`src/rtl/led_fm_pkg.sv`:
```
package led_fm_pkg;
  typedef enum logic [1:0] {
    FLT_NONE  = 2'd0,
    FLT_OPEN  = 2'd1,
    FLT_SHORT = 2'd2
  } flt_kind_e;
endpackage

```
`src/rtl/led_fm_edge.sv`:
```
module led_fm_edge (
  input  logic clk_i,
  input  logic rst_ni,
  input  logic sig_i,
  output logic rise_o
);
  logic sig_q;
  always_ff @(posedge clk_i or negedge rst_ni)
    if (!rst_ni) sig_q <= 1'b0;
    else         sig_q <= sig_i;
  assign rise_o = sig_i & ~sig_q;
endmodule

```
`src/rtl/led_fm_chan.sv`:
```
module led_fm_chan
  import led_fm_pkg::*;
#(
  parameter int unsigned TIMEOUT = 6,
  localparam int unsigned CW = (TIMEOUT > 1) ? $clog2(TIMEOUT) : 1
) (
  input  logic      clk_i,
  input  logic      rst_ni,
  input  logic      clr_i,
  input  logic      halt_i,
  input  logic      rise_i,
  input  logic      at_target_i,
  input  logic      over_short_i,
  input  logic      pwm_on_i,
  input  logic      force_open_i,
  output logic      dis_o,
  output flt_kind_e kind_o,
  output logic      exp_short_o
);
  logic          good_q, open_q, short_q, dis_q;
  logic [CW-1:0] cnt_q;
  flt_kind_e     kind_q;
  logic          cond_ok, live, pend, last, expire;

  assign cond_ok = pwm_on_i & at_target_i;
  assign live    = ~halt_i & ~dis_q;
  assign pend    = open_q | short_q;
  assign last    = (cnt_q == CW'(TIMEOUT - 1));
  assign expire  = live & pend & rise_i & last;

  always_ff @(posedge clk_i or negedge rst_ni) begin
    if (!rst_ni) begin
      good_q <= 1'b0; open_q <= 1'b0; short_q <= 1'b0;
      dis_q  <= 1'b0; cnt_q  <= '0;   kind_q  <= FLT_NONE;
    end else if (clr_i) begin
      good_q <= 1'b0; open_q <= 1'b0; short_q <= 1'b0;
      dis_q  <= 1'b0; cnt_q  <= '0;   kind_q  <= FLT_NONE;
    end else if (live) begin
      if (cond_ok) good_q <= 1'b1;
      // below target: only a proven string, or any unproven one under a global event
      if (cond_ok) open_q <= 1'b0;
      else if ((good_q & pwm_on_i) | (force_open_i & ~good_q)) open_q <= 1'b1;
      if (pwm_on_i) short_q <= over_short_i;
      if (!pend)       cnt_q <= '0;
      else if (rise_i) cnt_q <= last ? '0 : cnt_q + CW'(1);
      if (expire) begin
        dis_q  <= 1'b1;
        kind_q <= short_q ? FLT_SHORT : FLT_OPEN;
      end
    end
  end

  assign dis_o       = dis_q;
  assign kind_o      = kind_q;
  assign exp_short_o = expire & short_q;
endmodule

```
`src/rtl/led_fm_supervisor.sv`:
```
module led_fm_supervisor #(
  parameter int unsigned NUM_CH  = 8,
  parameter int unsigned ESC_CNT = 3,
  localparam int unsigned NW = $clog2(NUM_CH + 1)
) (
  input  logic              clk_i,
  input  logic              rst_ni,
  input  logic              clr_i,
  input  logic              otp_hi_i,
  input  logic [NUM_CH-1:0] exp_short_i,
  input  logic [NUM_CH-1:0] dis_mask_i,
  output logic              therm_o,
  output logic              all_off_o
);
  localparam logic [NW-1:0] ESC_W = NW'(ESC_CNT);
  logic [NW-1:0] n_dis;
  logic          therm_q, all_off_q;

  always_comb begin
    n_dis = '0;
    for (int i = 0; i < NUM_CH; i++) n_dis = n_dis + NW'(dis_mask_i[i]);
  end

  always_ff @(posedge clk_i or negedge rst_ni) begin
    if (!rst_ni) begin
      therm_q <= 1'b0; all_off_q <= 1'b0;
    end else if (clr_i) begin
      therm_q <= 1'b0; all_off_q <= 1'b0;
    end else begin
      if (otp_hi_i) therm_q <= 1'b1;
      if ((|exp_short_i) && (n_dis >= ESC_W)) all_off_q <= 1'b1;
    end
  end

  assign therm_o   = therm_q;
  assign all_off_o = all_off_q;
endmodule

```
`src/rtl/led_fault_mgr.sv`:
```
module led_fault_mgr
  import led_fm_pkg::*;
#(
  parameter int unsigned NUM_CH  = 8,
  parameter int unsigned TIMEOUT = 6,
  parameter int unsigned ESC_CNT = 3
) (
  input  logic              clk_i,
  input  logic              rst_ni,
  input  logic              en_i,
  input  logic              pwm_clk_i,
  input  logic [NUM_CH-1:0] at_target_i,
  input  logic [NUM_CH-1:0] over_short_i,
  input  logic [NUM_CH-1:0] pwm_on_i,
  input  logic              ovp_i,
  input  logic              otp_lo_i,
  input  logic              otp_hi_i,
  output logic [NUM_CH-1:0] ch_en_o,
  output logic              boost_stop_o,
  output logic [NUM_CH-1:0] dis_mask_o,
  output logic              short_flt_o,
  output logic              open_flt_o,
  output logic              therm_sd_o
);
  logic              rise, clr, halt, therm, all_off, force_open;
  logic [NUM_CH-1:0] dis, exp_short, is_short, is_open;
  flt_kind_e         kind [NUM_CH];

  assign clr        = ~en_i;
  assign halt       = therm | all_off;
  assign force_open = ovp_i | otp_lo_i;

  led_fm_edge u_edge (
    .clk_i  (clk_i),
    .rst_ni (rst_ni),
    .sig_i  (pwm_clk_i),
    .rise_o (rise)
  );

  for (genvar g = 0; g < NUM_CH; g++) begin : g_ch
    led_fm_chan #(.TIMEOUT(TIMEOUT)) u_chan (
      .clk_i        (clk_i),
      .rst_ni       (rst_ni),
      .clr_i        (clr),
      .halt_i       (halt),
      .rise_i       (rise),
      .at_target_i  (at_target_i[g]),
      .over_short_i (over_short_i[g]),
      .pwm_on_i     (pwm_on_i[g]),
      .force_open_i (force_open),
      .dis_o        (dis[g]),
      .kind_o       (kind[g]),
      .exp_short_o  (exp_short[g])
    );
    assign is_short[g] = dis[g] & (kind[g] == FLT_SHORT);
    assign is_open[g]  = dis[g] & (kind[g] == FLT_OPEN);
  end

  led_fm_supervisor #(.NUM_CH(NUM_CH), .ESC_CNT(ESC_CNT)) u_sup (
    .clk_i       (clk_i),
    .rst_ni      (rst_ni),
    .clr_i       (clr),
    .otp_hi_i    (otp_hi_i),
    .exp_short_i (exp_short),
    .dis_mask_i  (dis),
    .therm_o     (therm),
    .all_off_o   (all_off)
  );

  assign ch_en_o      = (en_i & ~halt) ? ~dis : '0;
  assign boost_stop_o = ~en_i | halt;
  assign dis_mask_o   = dis;
  assign short_flt_o  = |is_short;
  assign open_flt_o   = |is_open;
  assign therm_sd_o   = therm;
endmodule

```
`config.mk`:
```
export PLATFORM = sky130hd
export DESIGN_NAME = led_fault_mgr
export DESIGN_NICKNAME = d
export VERILOG_FILES = /design/src/rtl/led_fm_pkg.sv /design/src/rtl/led_fm_edge.sv /design/src/rtl/led_fm_chan.sv /design/src/rtl/led_fm_supervisor.sv /design/src/rtl/led_fault_mgr.sv
export SDC_FILE = /design/constraint.sdc
export NUM_CORES = 1
export LEC_CHECK = 0
export ABC_AREA = 1
export BUFFER_PORTS_ARGS = -buffer_cell sky130_fd_sc_hd__buf_4
export CORE_UTILIZATION = 55
export DETAILED_ROUTE_END_ITERATION = 8
export HOLD_SLACK_MARGIN = 0.08
export PLACE_DENSITY = 0.74
export SETUP_SLACK_MARGIN = 0.15
export SYNTH_ARGS = -nofsm -noshare
export SYNTH_HDL_FRONTEND = slang
export SYNTH_SLANG_ARGS = --single-unit
export TNS_END_PERCENT = 5
```
`constraint.sdc`:
```
create_clock -name clk_i -period 9.1 [get_ports clk_i]
set_input_delay 1.82 -clock clk_i [delete_from_list [all_inputs] [get_ports clk_i]]
set_output_delay 1.82 -clock clk_i [all_outputs]
set_load 0.05 [all_outputs]
```
# After elaboration in Yosys (flattened, before gate mapping)
# Cells that the tools add are included.
# word_totals
inputBits	31
regBits	75
ramBits	0
latch_bits	0
rom_bits	0
n_memories	0
# classes
div_mod_pow	0
add_sub_neg	15
eq_ne	74
multipliers	0
n_reduce_logical	44
n_lt_le_gt_ge	1
muxes	181
shift	0
bitwise	121
# op_table
op	count
3-bit 2-to-1 mux	40
1-bit 2-to-1 mux	108
1-bit bitwise AND	82
2-bit AND reduction	40
2-bit by 1-bit inequality test with 1-bit output (second input constant)	34
2-bit 2-to-1 mux	32
3-bit by 1-bit adder with 3-bit output (second input constant)	8
4-bit by 1-bit adder with 4-bit output	6
3-bit equality test (second input constant)	8
3-bit by 1-bit inequality test with 1-bit output (second input constant)	8
8-bit OR reduction	3
3-bit inequality test (second input constant)	7
1-bit inverter	19
1-bit OR	19
2-bit by 1-bit equality test with 1-bit output (second input constant)	8
2-bit equality test (second input constant)	8
8-bit 2-to-1 mux	1
8-bit inverter	1
4-bit by 2-bit greater-or-equal comparator with 1-bit output (second input constant)	1
3-bit by 2-bit inequality test with 1-bit output (second input constant)	1
1-bit by 1-bit adder with 2-bit output	1
1-bit logical AND	1

# Logic depth before layout (Yosys ltp)
# depth
word_depth	11
ltp_mapped	12
depth_no_buf	12

# Cells and area by module
# A second synthesis with hierarchy kept.
# hier_totals
cells_unflattened	665
hier_area_um2	4692.0
# by_module_without_submodules
mod	cells_per_inst	instances	area_per_inst_um2	seq_area_each_um2
led_fm_chan	70	8	510.5	225.2
led_fm_supervisor	44	1	314.1	50.0
led_fault_mgr	58	1	259.0	0.0
led_fm_edge	3	1	35.0	25.0

# Worst setup path before layout
# OpenSTA, ideal clock, no wires.
# synth_timing
path_type	input -> output
startpoint	in en_i
endpoint	out ch_en_o[5]
arrival_time_ps	3254
required_ps	7280
cell_stages	6
setup_slack_ps	4026
path_cell_list	buf_4 clkinv_1 buf_2 buf_2 buf_2 nor2_1
# synth_between
elab_chain_len	2
# synth_rtl
element	line_no	source
start: declaration	led_fault_mgr.sv:10	input logic en_i,
1-bit bitwise AND	led_fault_mgr.sv:70	assign ch_en_o = (en_i & ~halt) ? ~dis : '0;
8-bit 2-to-1 mux	led_fault_mgr.sv:70	
end: declaration	led_fault_mgr.sv:18	output logic [NUM_CH-1:0] ch_en_o,
# No other way between the ends.

# Worst setup path in the final report
# layout_timing
startpoint	in en_i
endpoint	out ch_en_o[4]
# Same word-level chain as after synthesis.

==> impl_metrics.yaml <==
place:
  port_buffers: 50
  pre_cts_slack_ps: 4040
  place_hpwl_um: 6150
  finalWeightedCongestion: 0.806
  placed_cells: 631
drt:
  first_pass_iters: 5
  vias: 3449
  via_per_inst: 5.34
  drc_errors: 0
  wl_per_cell_um: 13.4
  ant_nets: 0
  drt-total-wl_um: 8660
  drt_iter0_drc: 156
setup_path:
  crit_required_ps: 7280
  cp.arrival_ps: 3280
  path_max_fanout: 47
  startpoint_type: "input pin"
  cp-end-kind: "output port"
  r2r-start: "g_ch[0].u_chan.dis_o"
  path_class: "in2out"
  cp-startpoint: "en_i"
die:
  placementRows: 30
  initial_utilization_pct: 57.3
  die_w_um: 86.3
  io_pins: 51
  die_h_um: 86.3
  dieArea_mm2: 0.00745
  core_mm2: 0.00683
yosys:
  async_flop_share_pct: 100
  ys_seq_elements: 75
  synth_common_cells: "nand2_1, nor2_1, dfrtp_1"
  synth_most_common_cell: "nand2_1"
  synthCells: 501
  synth.top_cell.area_share_pct: 48.0
  syn_nets: 539
  yosys.area.top_type: "dfrtp_1"
  synth_flop_cell: "dfrtp_1"
  synth_area_leaders: "dfrtp_1, nand2_1, a21oi_1, nor2_1, inv_1"
  ys_warn_count: 0
  synth_edf_count: 0
  ys_seq_area_share_pct: 48.0
  synth_cell_types: 32
  syn-cell-area_mm2: 0.00391
  synth_area_per_cell_um2: 7.81
sta:
  final_max_slew_viol_count: 0
  min_period_ps: 5100
  setup_viol: 0
  fin_tns_setup_ps: 0
  fin_worst_skew_ps: 8.61
  setup_slack_ps: 4000
  max_freq_ghz: 0.196
  worst_pin_slew_ps: 940
  post-route-period-util_pct: 56.0
  relSlewSlack_pct: 37.3
  hold_violations: 0
  grt_setup_unrepaired: "false"
pwr:
  vdd_ir_drop_max_uv: 95.4
  power_density_mw_per_mm2: 175
  leakagePower_nw: 2.16
grt:
  grt_overflow: 0
  antenna_found_initial: 0
  grt_pass1_wl_um: 14700
  grt_start_max_net_pins: 76
  gr-usage-all-layers_pct: 25.7
  grt_pass1_vias: 3332
clocking:
  holdBufCountCts: 0
  htree_levels: 3
  root_buffer: "clkbuf_8"
  cts_resized: 0
  post_cts_buffers: 0
  clk_pin_slew_ps: 80
  clock_sinks: 75
  cts_buffer_depth: 2
  cts_tree: "done"
  worst_skew_pair.late_latency_ps: 350
  cts_buffers: 9
layout:
  finalNonFillerCells: 646
  final_nets: 584
  diodes: 0
  drive_gt1_share_pct: 12.4
  area_growth_pct: 14.7
status:
  outcome: "completed"
run:
  cap_violations: 0
hold_path:
  hold_path_class: "reg2reg"
  min_from: "g_ch[5].u_chan.short_q"
## critical path, cell delays in order
cell and delay, ps:
buf_4 330, clkinv_1 260, buf_4 340, nor2_1 240, buf_4 230
## registers in the layout, indices dropped and copies added, names as in the netlist
signal               flops
g_ch.u_chan.cnt_q       24
g_ch.u_chan.kind_o      16
g_ch.u_chan.dis_o        8
g_ch.u_chan.good_q       8
g_ch.u_chan.open_q       8
g_ch.u_chan.short_q      8
u_edge.sig_q             1
u_sup.all_off_o          1
u_sup.therm_o            1
## final timing paths
| path | end | slack (ps) | depth (start not counted) |
|---|---|---|---|
| max | ch_en_o[4] | 4000 | 5 |
| min in group asynchronous | g_ch[2].u_chan.cnt_q[1] | 1610 | 1 |
| min | g_ch[5].u_chan.kind_o[0] | 480 | 1 |
| max reg2reg | u_sup.all_off_o | 5910 | 11 |
| min reg2reg | g_ch[5].u_chan.kind_o[0] | 480 | 1 |
| max in group asynchronous | g_ch[4].u_chan.open_q | 6880 | 1 |
## routing by layer
metal | wire (um) | global-route usage [%] | vias to the layer above
met5 | 0 | 0 | -
met4 | 206 | 11.7 | 0
met3 | 435 | 4.00 | 19
met2 | 4260 | 43.7 | 86
met1 | 3760 | 32.6 | 1612
li1 | - | - | 1732
## stage by stage
stage	hold slack, ps	power [mW]	util, %	instance area, um2
after floorplan	457	0.505	-	3910
after global placement	470	0.546	63.1	4310
after detailed placement	477	0.554	63.1	4310
after CTS	479	0.788	65.7	4490
after global routing	505	0.829	65.7	4490
final	476	0.785	65.7	4490
## final cells by class
type / count / area, um2
clock buffers: 13 / 169
flip-flops and latches: 75 / 1880
repair buffers: 51 / 383
fillers: 616 / 2340
clock inverters: 2 / 10.0
well taps: 96 / 120
inverters: 67 / 251
multi-input cells: 342 / 1680
## kinds of logic (layout without fill, tap and decap cells)
| family | after synthesis | in the layout | share of synthesized area, % |
|---|---|---|---|
| AND/OR/NAND/NOR | 219 | 219 | 23.5 |
| AO/OA/AOI/OAI | 116 | 116 | 16.3 |
| buffers and inverters | 84 | 133 | 9.15 |
| flip-flops | 75 | 75 | 48.0 |
| adder cells (fa/ha/maj) | 7 | 7 | 3.01 |
## placed cells by master, fill, tap and decap left out, types with 2 or more instances in the layout
cell and count:
nand2_1 87, nor2_1 76, dfrtp_1 75, inv_1 66, a21oi_1 60, buf_4 51, nand3_1 36, o21ai_0 35
clkbuf_8 12, nor3_1 11, o21a_1 4, fa_1 4, o31ai_1 3, nand4_1 3, a2bb2oi_1 3, nor3b_1 3
ha_1 3, a31oi_1 2, clkinv_2 2
## report_power, final
group | leakage [nW] | switching, mW | internal, mW
combinational | 1.06 | 0.0970 | 0.0537
sequential | 1.00 | 0.0290 | 0.368
clock | 0.0953 | 0.118 | 0.119
Power figures use the tool's default switching activity.
